File: src/rtl/halt_rel_pkg.sv
package halt_rel_pkg;

    // Controller states
    typedef enum logic [1:0] {
        ST_RUN    = 2'd0,
        ST_PARKED = 2'd1,
        ST_EXIT   = 2'd2
    } hr_state_e;

endpackage

File: src/rtl/hr_edge_pulse.sv
// Turns a level into a pulse on its rising edge; the level must fall
// before another pulse can occur.
module hr_edge_pulse (
    input  logic clk,
    input  logic rst_n,
    input  logic level_in,
    output logic pulse
);
    logic level_q;

    always_ff @(posedge clk or negedge rst_n) begin
        if (!rst_n) level_q <= 1'b0;
        else        level_q <= level_in;
    end

    assign pulse = level_in & ~level_q;
endmodule

File: src/rtl/hr_fsm.sv
module hr_fsm
    import halt_rel_pkg::*;
(
    input  logic      clk,
    input  logic      rst_n,
    input  logic      halt_seen,
    input  logic      release_pulse,
    output hr_state_e state,
    output logic      hold_all,
    output logic      capture,
    output logic      parked
);
    hr_state_e state_nxt;

    // State register
    always_ff @(posedge clk or negedge rst_n) begin
        if (!rst_n) state <= ST_RUN;
        else        state <= state_nxt;
    end

    // Transitions
    always_comb begin
        state_nxt = state;
        unique case (state)
            ST_RUN:    if (halt_seen)     state_nxt = ST_PARKED;
            ST_PARKED: if (release_pulse) state_nxt = ST_EXIT;
            ST_EXIT:                      state_nxt = ST_RUN;
            default:                      state_nxt = ST_RUN;
        endcase
    end

    // Outputs
    always_comb begin
        hold_all = 1'b0;
        capture  = 1'b0;
        parked   = 1'b0;
        unique case (state)
            ST_RUN: begin
                hold_all = halt_seen;
                capture  = halt_seen;
            end
            ST_PARKED: begin
                hold_all = 1'b1;
                parked   = 1'b1;
            end
            ST_EXIT: begin
                hold_all = 1'b0;
            end
            default: begin
                hold_all = 1'b0;
            end
        endcase
    end
endmodule

File: src/rtl/hr_status.sv
module hr_status #(
    parameter int STAT_W   = 8,
    parameter int CODE_LSB = 6
) (
    input  logic              clk,
    input  logic              rst_n,
    input  logic              capture,
    input  logic              show,
    input  logic [STAT_W-2:0] code_in,
    output logic [STAT_W-1:0] stat
);
    localparam int SHOWN_W = STAT_W - 1;

    logic [SHOWN_W-1:0] code_q;

    always_ff @(posedge clk or negedge rst_n) begin
        if (!rst_n)       code_q <= '0;
        else if (capture) code_q <= code_in;
    end

    assign stat = show ? {1'b1, code_q} : '0;

    // Field position kept for documentation of the slice the parent takes.
    localparam int FIELD_LSB = CODE_LSB;
    logic unused_field_lsb;
    assign unused_field_lsb = (FIELD_LSB < 0);
endmodule

File: src/rtl/halt_release_ctl.sv
module halt_release_ctl
    import halt_rel_pkg::*;
#(
    parameter int INSTR_W  = 32,
    parameter int STAT_W   = 8,
    parameter int CODE_LSB = 6
) (
    input  logic               clk,
    input  logic               rst_n,
    input  logic               id_valid,
    input  logic               id_is_halt,
    input  logic [INSTR_W-1:0] id_instr,
    input  logic               release_en,
    output logic               pc_hold,
    output logic               id_hold,
    output logic               ex_bubble,
    output logic [STAT_W-1:0]  stat
);
    localparam int SHOWN_W = STAT_W - 1;
    localparam int SHOWN_MSB = CODE_LSB + SHOWN_W - 1;

    hr_state_e state;
    logic      halt_seen;
    logic      rel_pulse;
    logic      hold_all;
    logic      capture;
    logic      parked;

    assign halt_seen = id_valid & id_is_halt;

    hr_edge_pulse u_edge (
        .clk      (clk),
        .rst_n    (rst_n),
        .level_in (release_en),
        .pulse    (rel_pulse)
    );

    hr_fsm u_fsm (
        .clk           (clk),
        .rst_n         (rst_n),
        .halt_seen     (halt_seen),
        .release_pulse (rel_pulse),
        .state         (state),
        .hold_all      (hold_all),
        .capture       (capture),
        .parked        (parked)
    );

    hr_status #(
        .STAT_W   (STAT_W),
        .CODE_LSB (CODE_LSB)
    ) u_status (
        .clk     (clk),
        .rst_n   (rst_n),
        .capture (capture),
        .show    (parked),
        .code_in (id_instr[SHOWN_MSB:CODE_LSB]),
        .stat    (stat)
    );

    assign pc_hold   = hold_all;
    assign id_hold   = hold_all;
    assign ex_bubble = hold_all;

    logic unused_instr_bits;
    assign unused_instr_bits = ^{id_instr[INSTR_W-1:SHOWN_MSB+1],
                                 id_instr[CODE_LSB-1:0], state};
endmodule

File: config.mk
export PLATFORM = sky130hd
export DESIGN_NAME = halt_release_ctl
export DESIGN_NICKNAME = d
export VERILOG_FILES = /design/src/rtl/halt_rel_pkg.sv /design/src/rtl/hr_edge_pulse.sv /design/src/rtl/hr_fsm.sv /design/src/rtl/hr_status.sv /design/src/rtl/halt_release_ctl.sv
export SDC_FILE = /design/constraint.sdc
export NUM_CORES = 1
export LEC_CHECK = 0
export BUFFER_PORTS_ARGS = -buffer_cell sky130_fd_sc_hd__clkbuf_2
export CAP_MARGIN = 20
export CORE_MARGIN = 2
export CORE_UTILIZATION = 33
export DETAILED_ROUTE_END_ITERATION = 8
export MAX_ROUTING_LAYER = met4
export PLACE_DENSITY = 0.77
export SYNTH_ARGS = -nofsm -noshare
export SYNTH_HDL_FRONTEND = slang
export SYNTH_SLANG_ARGS = --single-unit
File: constraint.sdc
create_clock -name clk -period 1.6 [get_ports clk]
set_input_delay 0.08 -clock clk [delete_from_list [all_inputs] [get_ports clk]]
set_output_delay 0.08 -clock clk [all_outputs]
set_load 0.02 [all_outputs]
==> results by group, run 1 <==
CTS
  – Max clock buf depth: 2
  – CTS tree: yes
  – Clock transition at path regs: 70 ps
  – Post-CTS setup buffers: 0
  – Num CTS Buffers: 3
  – H-tree depth: 1
  – Worst skew pair latency: 260 ps
  – Clock root buffer: clkbuf_4
  – Num Clock Sinks: 10

Synth
  – Synth area leader: dfrtp_1
  – Synth Register Bits: 10
  – YS warnings: 0
  – Synth area leaders: dfrtp_1, mux2_4, and2_1, buf_4, nor4bb_1
  – Register area share after synthesis: 52.2%
  – Area fraction of the dominant cell type after synthesis: 52.2%
  – Post-synth EDFFs: 0
  – Dominant synthesized flop cell: dfrtp_1
  – Syn nets: 73
  – Syn_area_per_cell: 13.3 sq um
  – Syn Inst Count: 36
  – Synth Cell Area: around 480 sq um
  – Asr flop ratio synth: 100%
  – Top-count cell post-synth: dfrtp_1
  – Synth unique cells: 12
  – Commonest cells post-synth: dfrtp_1, and2_1, mux2_4, buf_4

Placement
  – Routability Congestion: 0.698
  – Port buffer count: 22
  – Placed cell count: 69
  – Dpl ws: between 200 and 250 ps

Die
  – FP Rows: 13
  – Initial Utilization: 35.9%
  – Placeable core area: 1330 sq um
  – IO Pins: 48
  – Die area: roughly 1800 sq um
  – Die Wd: 42.1 microns
  – Die H: 42.1 microns

Global routing
  – Total gr overflow: 0
  – Vias in the first global route: 311
  – Global-route wire length before repair: 1280 microns
  – Gr usage total: 10.6%
  – Initial antenna violation count: 0
  – Pin count of the biggest net entering global routing: 11

Cells and area
  – FF+latch area: 250 sq um
  – Fillcell total: ~130
  – Layout cells sized above 1: 60.0%
  – Final core occ: 48.3%
  – Nets: 98
  – Fin cells: 75
  – Multi-input gate area: about 200 sq um
  – Ant diodes: 0
  – Layout area overhead: 34.5%

Routing
  – Via count: 335
  – ANT nets after route: 0
  – DR pass1 iterations: 1
  – Drt drc: 0
  – WL per Instance: about 11 microns
  – Vias per inst: approximately 4.5
  – Starting DRT DRC Count: 0
  – Routed wire length: 808 microns

STA
  – Number of endpoints failing setup at the final stage: 0
  – Slew HR: 83.8%
  – Clock Skew: 4.83 ps
  – Fmax: 738 MHz
  – RSZ-0062 raised after global routing: false
  – Total Neg Setup Slack: 0 ps
  – Final WS setup: 244 ps
  – Fin. Hold Viols: 0
  – Final Critical Period: 1360 ps
  – Tightest Pin Transition: 244 ps
  – Final Max Tran Viols: 0
  – Final period util: 84.7%

Min path
  – Hold Crit Class: in2reg
  – WHS Path Cells: 2

Power and ir drop
  – VDD IR max: approximately 0.65 mV
  – Static leakage: around 0.34 nW
  – PwrDens: 1700 nW/um^2

Worst setup path
  – Crit-path max FO: 9
  – Cell count along the critical path: 3
  – Max stage delay on crit path: between 400 and 500 ps
  – CP cell instances: and2b_2, and2_1, clkbuf_2
  – FF-to-FF path depth: 3
  – Delay-heaviest family, CP: simple AND/OR/NAND/NOR gates
  – CP endpoint kind: primary output
  – WP buf/inv: 1
  – Critical path launch point type: flip-flop
  – Reg2reg setup slack: 250 ps
  – Critical path class: reg2out
  – Slowest CP cell: dfrtp_1
  – Crit path DAT: 1280 ps
  – Critical Path RT: about 1500 ps

Run status
  – Status: completed

Flow run
  – Max cap viols: 0
==> where the power goes <==
| part | leakage, nW | internal (mW) | total, mW | switching (mW) |
|---|---|---|---|---|
| registers | 0.119 | 0.348 | 0.398 | 0.0499 |
| logic | 0.199 | 0.238 | 0.473 | 0.236 |
| clock network | 0.0210 | 0.138 | 0.222 | 0.0845 |
==> path summary, 6_finish.rpt <==
path	startpoint	end
setup / recovery	u_fsm.state[1]	stat[0]
hold / removal	id_instr[11]	u_status.code_q[5]
setup reg to reg	u_fsm.state[1]	u_status.code_q[4]
hold reg to reg	u_fsm.state[1]	u_fsm.state[0]
max in group asynchronous	rst_n	u_status.code_q[3]
min in group asynchronous	rst_n	u_status.code_q[6]
==> logic make-up (layout without fill, tap and decap cells) <==
family,count (synthesis),count (layout),synth area share (%)
AO/OA/AOI/OAI,2,2,2.87
buffers and inverters,6,30,7.83
flip-flops,10,10,52.2
multiplexers,7,7,21.9
AND/OR/NAND/NOR,11,11,15.1
==> routing by layer <==
metal	GRT usage, %	vias up	part of all wire, %
met4	7.50	0	0
met3	4.31	0	5.4
met5	-	-	0
met1	10.8	156	43
li1	-	169	-
met2	16.6	10	52
==> flip-flops by register name, indices dropped and copies added, names as in the netlist <==
| name | flops |
|---|---|
| u_status.code_q | 7 |
| u_edge.level_q | 1 |
| u_fsm.state | 2 |
==> cell usage in the layout, fill, tap and decap left out <==
master,instances
a21oi_1,1
a311oi_1,1
and2_1,7
and2b_2,1
and3_1,1
buf_4,1
clkbuf_2,22
clkbuf_4,3
clkbuf_8,1
dfrtp_1,10
dlygate4sd3_1,2
inv_1,1
mux2_4,7
nor2_1,1
nor4bb_2,1
==> worst reg2reg max path: stages (launching register included) <==
cell and delay [ps]:
dfrtp_1 410, nor4bb_2 290, buf_4 230, mux2_4 310
==> final cells by class <==
| cell class | count | share of cell area [%] |
|---|---|---|
| timing repair buffer | 25 | 21.4 |
| multi-input combinational | 20 | 30.7 |
| inverter | 1 | 0.583 |
| tap | 15 | 2.91 |
| sequential | 10 | 38.8 |
| clock buffer | 4 | 5.63 |
==> metrics by stage <==
stage | instance area, sq um | hold WS (ps) | power, mW
after global routing | 644 | 26.6 | 1.16
after detailed placement | 588 | -40.9 | 0.879
after global placement | 588 | -51.0 | 0.867
after CTS | 644 | 35.8 | 1.11
after floorplan | 479 | -216 | 0.771
final | 644 | 43.7 | 1.09
==> repair_timing <==
item / CTS / global route
endpoints found under the setup margin: 0 / 0
gates resized for setup: 0 / 0
endpoints found under the hold margin: 11 / 0
hold buffers: 2 / 0
Power figures use the tool's default switching activity.
==> inputs of run 2 (changes only) <==
==> constraint.sdc (replaced) <==
create_clock -name clk -period 1.4 [get_ports clk]
set_input_delay 0.07 -clock clk [delete_from_list [all_inputs] [get_ports clk]]
set_output_delay 0.07 -clock clk [all_outputs]
set_load 0.02 [all_outputs]
==> results by group, run 2 (synthesis results as in run 1) <==
Worst setup path
  – Critical Path RT: 1540 ps
  – Crit-path max FO: 7
  – Crit path DAT: 1480 ps
  – Critical path class: reg2reg
  – CP endpoint kind: flip-flop
  – Critical path launch point type: flip-flop

Routing
  – Starting DRT DRC Count: 1
  – Vias per inst: 4.61
  – Routed wire length: 863 microns
  – ANT nets after route: 0
  – WL per Instance: 11.4 microns
  – Via count: 350
  – DR pass1 iterations: 2
  – Drt drc: 0

Power and ir drop
  – PwrDens: between 1500 and 2000 nW/um^2
  – PnR Total Power: 1.20 mW
  – Static leakage: 0.343 nW
  – VDD IR max: 0.550 mV

CTS
  – Clock transition at path regs: ~60 ps
  – H-tree depth: 1
  – Worst skew pair latency: 260 ps
  – Num Clock Sinks: 10
  – CTS tree: yes
  – Clock root buffer: clkbuf_4
  – Max clock buf depth: 2
  – Num CTS Buffers: 3

Cells and area
  – Most common cell after layout, fill and taps aside: clkbuf_2
  – Ant diodes: 0
  – Max reg flops: 7
  – Commonest cells after routing, fill and taps aside: clkbuf_2, dfrtp_1, and2_1, mux2_4
  – Nets: 100
  – Largest Register: u_status.code_q
  – Layout cells sized above 1: a little over 60%
  – Biggest regs: u_status.code_q (7), u_fsm.state (2), u_edge.level_q (1)
  – Layout area overhead: 34.7%

STA
  – Slew HR: 84.0%
  – Number of endpoints failing setup at the final stage: 0
  – Final Critical Period: 1330 ps
  – Fin. Hold Viols: 0
  – Tightest Pin Transition: 240 ps
  – RSZ-0062 raised after global routing: false
  – Final Max Tran Viols: 0
  – Total Neg Setup Slack: 0 ps
  – Clock Skew: 1.04 ps
  – Fmax: 749 MHz
  – Final period util: 95.4%

Global routing
  – Gr usage total: 12.1%
  – Pin count of the biggest net entering global routing: 11
  – Total gr overflow: 0
  – Vias in the first global route: 348
  – Global-route wire length before repair: roughly 1400 microns
  – Initial antenna violation count: 0

Die
  – Die Wd: 42.1 microns
  – IO Pins: 48
  – Initial Utilization: between 30% and 40%
  – Die area: 1770 sq um
  – Die H: roughly 42 microns
  – FP Rows: 13
  – Placeable core area: 1330 sq um

Flow run
  – Max cap viols: 0

Placement
  – Port buffer count: 22
  – Routability Congestion: 0.693

Min path
  – Hold Crit Class: in2reg

Run status
  – Status: completed
## run 2: changes by cell type in the layout (fill, tap and decap cells not counted), sizes merged
cell    change
buf         +4
clkbuf      -3
## run 2: timing repair
| action | CTS | global route |
|---|---|---|
| gates resized for setup | 0 | 2 |
| hold buffers | 2 | 0 |
| buffers inserted | 0 | 2 |
| endpoints found under the setup margin | 0 | 6 |
| endpoints found under the hold margin | 11 | 0 |
## run 2: layer usage
| metal | part of all wire (%) | routed length [microns] | global-route usage, % | vias up |
|---|---|---|---|---|
| met1 | 38 | 324 | 11.4 | 163 |
| met4 | 4.2 | 36 | 13.1 | 0 |
| li1 | - | - | - | 169 |
| met5 | 0 | 0 | - | - |
| met2 | 54 | 462 | 19.4 | 14 |
| met3 | 4.6 | 40 | 2.59 | 4 |
## run 2: stage by stage
step | cell area (sq um) | setup slack, ps | std cells | hold slack (ps) | utilization, %
after floorplan | 479 | 135 | 36 | -226 | -
after global placement | 588 | 60.9 | 69 | -61.0 | 44.1
after detailed placement | 588 | 26.1 | 69 | -51.9 | 44.1
after CTS | 631 | 20.7 | 74 | 29.1 | 47.3
after global routing | 646 | 0.0770 | 76 | 23.1 | 48.4
final | 646 | 65.1 | 76 | 39.1 | 48.4
## run 2: cell type report
| type | count | area [sq um] |
|---|---|---|
| clock buffer | 3 | 22.5 |
| fill | 129 | 688 |
| tap | 15 | 18.8 |
| inverter | 1 | 3.75 |
| sequential | 10 | 250 |
| multi-input combinational | 20 | 198 |
| timing repair buffer | 27 | 153 |
## run 2: path summary, 6_finish.rpt
kind	depth (start not counted)	slack (ps)	to	from
worst max-delay path	3	70	u_status.code_q[6]	u_fsm.state[0]
worst min-delay path	2	40	u_status.code_q[0]	id_instr[6]
worst max register to register	3	70	u_status.code_q[6]	u_fsm.state[0]
worst min register to register	1	510	u_status.code_q[2]	u_status.code_q[2]
max in group asynchronous	2	990	u_edge.level_q	rst_n
min in group asynchronous	2	220	u_status.code_q[2]	rst_n
## run 2: critical path, cell delays in order, from the launching register on
cell and delay [ps]:
dfrtp_1 390, nor4bb_2 280, buf_4 230, mux2_4 320
## run 2: power by group
group	total, mW	switching [mW]	internal (mW)
combinational	0.560	0.273	0.287
clock	0.188	0.0887	0.0988
sequential	0.456	0.0573	0.398
==> inputs of run 3 (changes only) <==
--- a/config.mk
+++ b/config.mk
@@ -7,8 +7,10 @@
 export LEC_CHECK = 0
 export BUFFER_PORTS_ARGS = -buffer_cell sky130_fd_sc_hd__clkbuf_2
 export CAP_MARGIN = 20
+export CELL_PAD_IN_SITES_DETAIL_PLACEMENT = 0
+export CELL_PAD_IN_SITES_GLOBAL_PLACEMENT = 1
 export CORE_MARGIN = 2
-export CORE_UTILIZATION = 33
+export CORE_UTILIZATION = 23
 export DETAILED_ROUTE_END_ITERATION = 8
 export MAX_ROUTING_LAYER = met4
 export PLACE_DENSITY = 0.77
==> results by group, run 3 (synthesis results as in run 1) <==
Die
  – FP Rows: 16
  – Initial Utilization: about a quarter
  – IO Pins: 48
  – Placeable core area: around 2000 sq um
  – Die H: 49.6 microns
  – Die Wd: 49.6 microns
  – Die area: 2460 sq um

CTS
  – Num Clock Sinks: 10
  – Clock root buffer: clkbuf_4
  – H-tree depth: 1
  – Worst skew pair latency: around 260 ps
  – Num CTS Buffers: 3
  – PostCTS Resize Cnt: 0
  – CTS tree: yes
  – Clock transition at path regs: ~60 ps
  – Max clock buf depth: 2

Placement
  – Routability Congestion: 0.630
  – Placed cell area: slightly above 600 sq um
  – Port buffer count: 22

Routing
  – Routed wire length: 841 microns
  – WL per Instance: 9.78 microns
  – Vias per inst: around 3.8
  – DR pass1 iterations: 4
  – Drt drc: 0
  – Via count: 330
  – ANT nets after route: 0
  – Starting DRT DRC Count: 2

STA
  – Clock Skew: approximately 0.88 ps
  – Final Max Tran Viols: 0
  – Tightest Pin Transition: 235 ps
  – Hold Worst Slack: approximately 42 ps
  – Fmax: 733 MHz
  – RSZ-0062 raised after global routing: true
  – Number of endpoints failing setup at the final stage: 0
  – Final Critical Period: 1360 ps
  – Fin. Hold Viols: 0
  – Slew HR: a little over four fifths
  – Final period util: 97.4%

Min path
  – Hold Crit Class: in2reg
  – WHS Path Cells: 2
  – Hold EP: u_status.code_q[2]
  – Hold path start: id_instr[8]

Power and ir drop
  – Static leakage: ~0.33 nW
  – VDD IR max: 0.750 mV
  – PwrDens: 1830 nW/um^2
  – PnR Total Power: around 1.2 mW

Worst setup path
  – Reg-to-Reg Start: u_fsm.state[0]
  – Slowest CP cell: dfrtp_1
  – Crit-path max FO: 7
  – Crit path DAT: 1500 ps
  – Critical path class: reg2reg
  – Critical path launch point type: flip-flop
  – FF-to-FF path depth: 3
  – CP endpoint kind: flip-flop
  – Max stage delay on crit path: slightly above 400 ps
  – Delay-heaviest family, CP: flip-flops
  – WP buf/inv: 1
  – CP cell instances: nor4bb_2, buf_4, mux2_4
  – Critical Path RT: 1540 ps
  – Reg2reg setup slack: 40 ps
  – Reg2reg end: u_status.code_q[1]

Global routing
  – Initial antenna violation count: 0
  – Global-route wire length before repair: approximately 1500 microns
  – Gr usage total: 8.64%
  – Total gr overflow: 0
  – Vias in the first global route: between 300 and 400
  – Pin count of the biggest net entering global routing: 11

Cells and area
  – Biggest regs: u_status.code_q (7), u_fsm.state (2), u_edge.level_q (1)
  – Layout area overhead: 34.7%
  – Final core occ: 32.9%
  – Layout cells sized above 1: 59.3%
  – Largest Register: u_status.code_q
  – Ant diodes: 0
  – Max reg flops: 7
  – Most common cell after layout, fill and taps aside: clkbuf_2
  – Nets: 98
  – Final instance area: approximately 650 sq um
  – Fillcell total: between 200 and 250
  – Commonest cells after routing, fill and taps aside: clkbuf_2, dfrtp_1, and2_1, mux2_4, clkbuf_4

Flow run
  – Max cap viols: 0

Run status
  – Status: completed
[run 3: cell types whose count changed in the layout (fill, tap and decap cells not counted), sizes merged]
cell / before / now
buf: 5 / 1
clkbuf: 23 / 25
[run 3: final cells by class]
cell class                      count  area (sq um)  share of cell area, %
Tap cell                           27          33.8                   5.23
Inverter                            1          3.75                  0.581
Multi-Input combinational cell     20           198                   30.6
Sequential cell                    10           250                   38.8
Timing Repair Buffer               25           138                   21.3
Clock buffer                        3          22.5                   3.49
[run 3: how the worst max path moves through the flow]
stage | cells after the start | slack [ps] | startpoint | to
after floorplan | 3 | 140 | u_fsm.state[1] | u_status.code_q[0]
after global placement | 3 | 60 | u_fsm.state[1] | u_status.code_q[3]
after detailed placement | 3 | 30 | u_fsm.state[1] | u_status.code_q[4]
after CTS | 3 | 30 | u_fsm.state[1] | u_status.code_q[1]
after global routing | 3 | -40 | u_fsm.state[0] | u_status.code_q[3]
final | 3 | 40 | u_fsm.state[0] | u_status.code_q[1]
[run 3: what timing repair did]
item                                    4_1_cts  5_1_grt
endpoints found under the hold margin        11        0
endpoints found under the setup margin        0       14
setup buffers                                 0        0
hold buffers                                  2        0
[run 3: stage by stage]
step	TNS, ps	cells	worst slack (ps)
after floorplan	0	36	135
after global placement	0	81	58.4
after detailed placement	0	81	34.7
after CTS	0	86	25.3
after global routing	-384	86	-42.1
final	0	86	36.4
[run 3: where the power goes]
part           switching [mW]  leakage, nW  internal, mW  total (mW)
logic                   0.271        0.199         0.272       0.543
clock network          0.0834       0.0138        0.0985       0.182
registers              0.0592        0.119         0.398       0.458
total                   0.414        0.332         0.769        1.18
[run 3: layer usage]
| metal | routed length [microns] | GRT usage [%] | part of all wire, % |
|---|---|---|---|
| met3 | 51 | 3.64 | 6.1 |
| met1 | 349 | 8.83 | 41 |
| met4 | 0 | 5.56 | 0 |
| met5 | 0 | - | 0 |
| met2 | 441 | 13.6 | 52 |
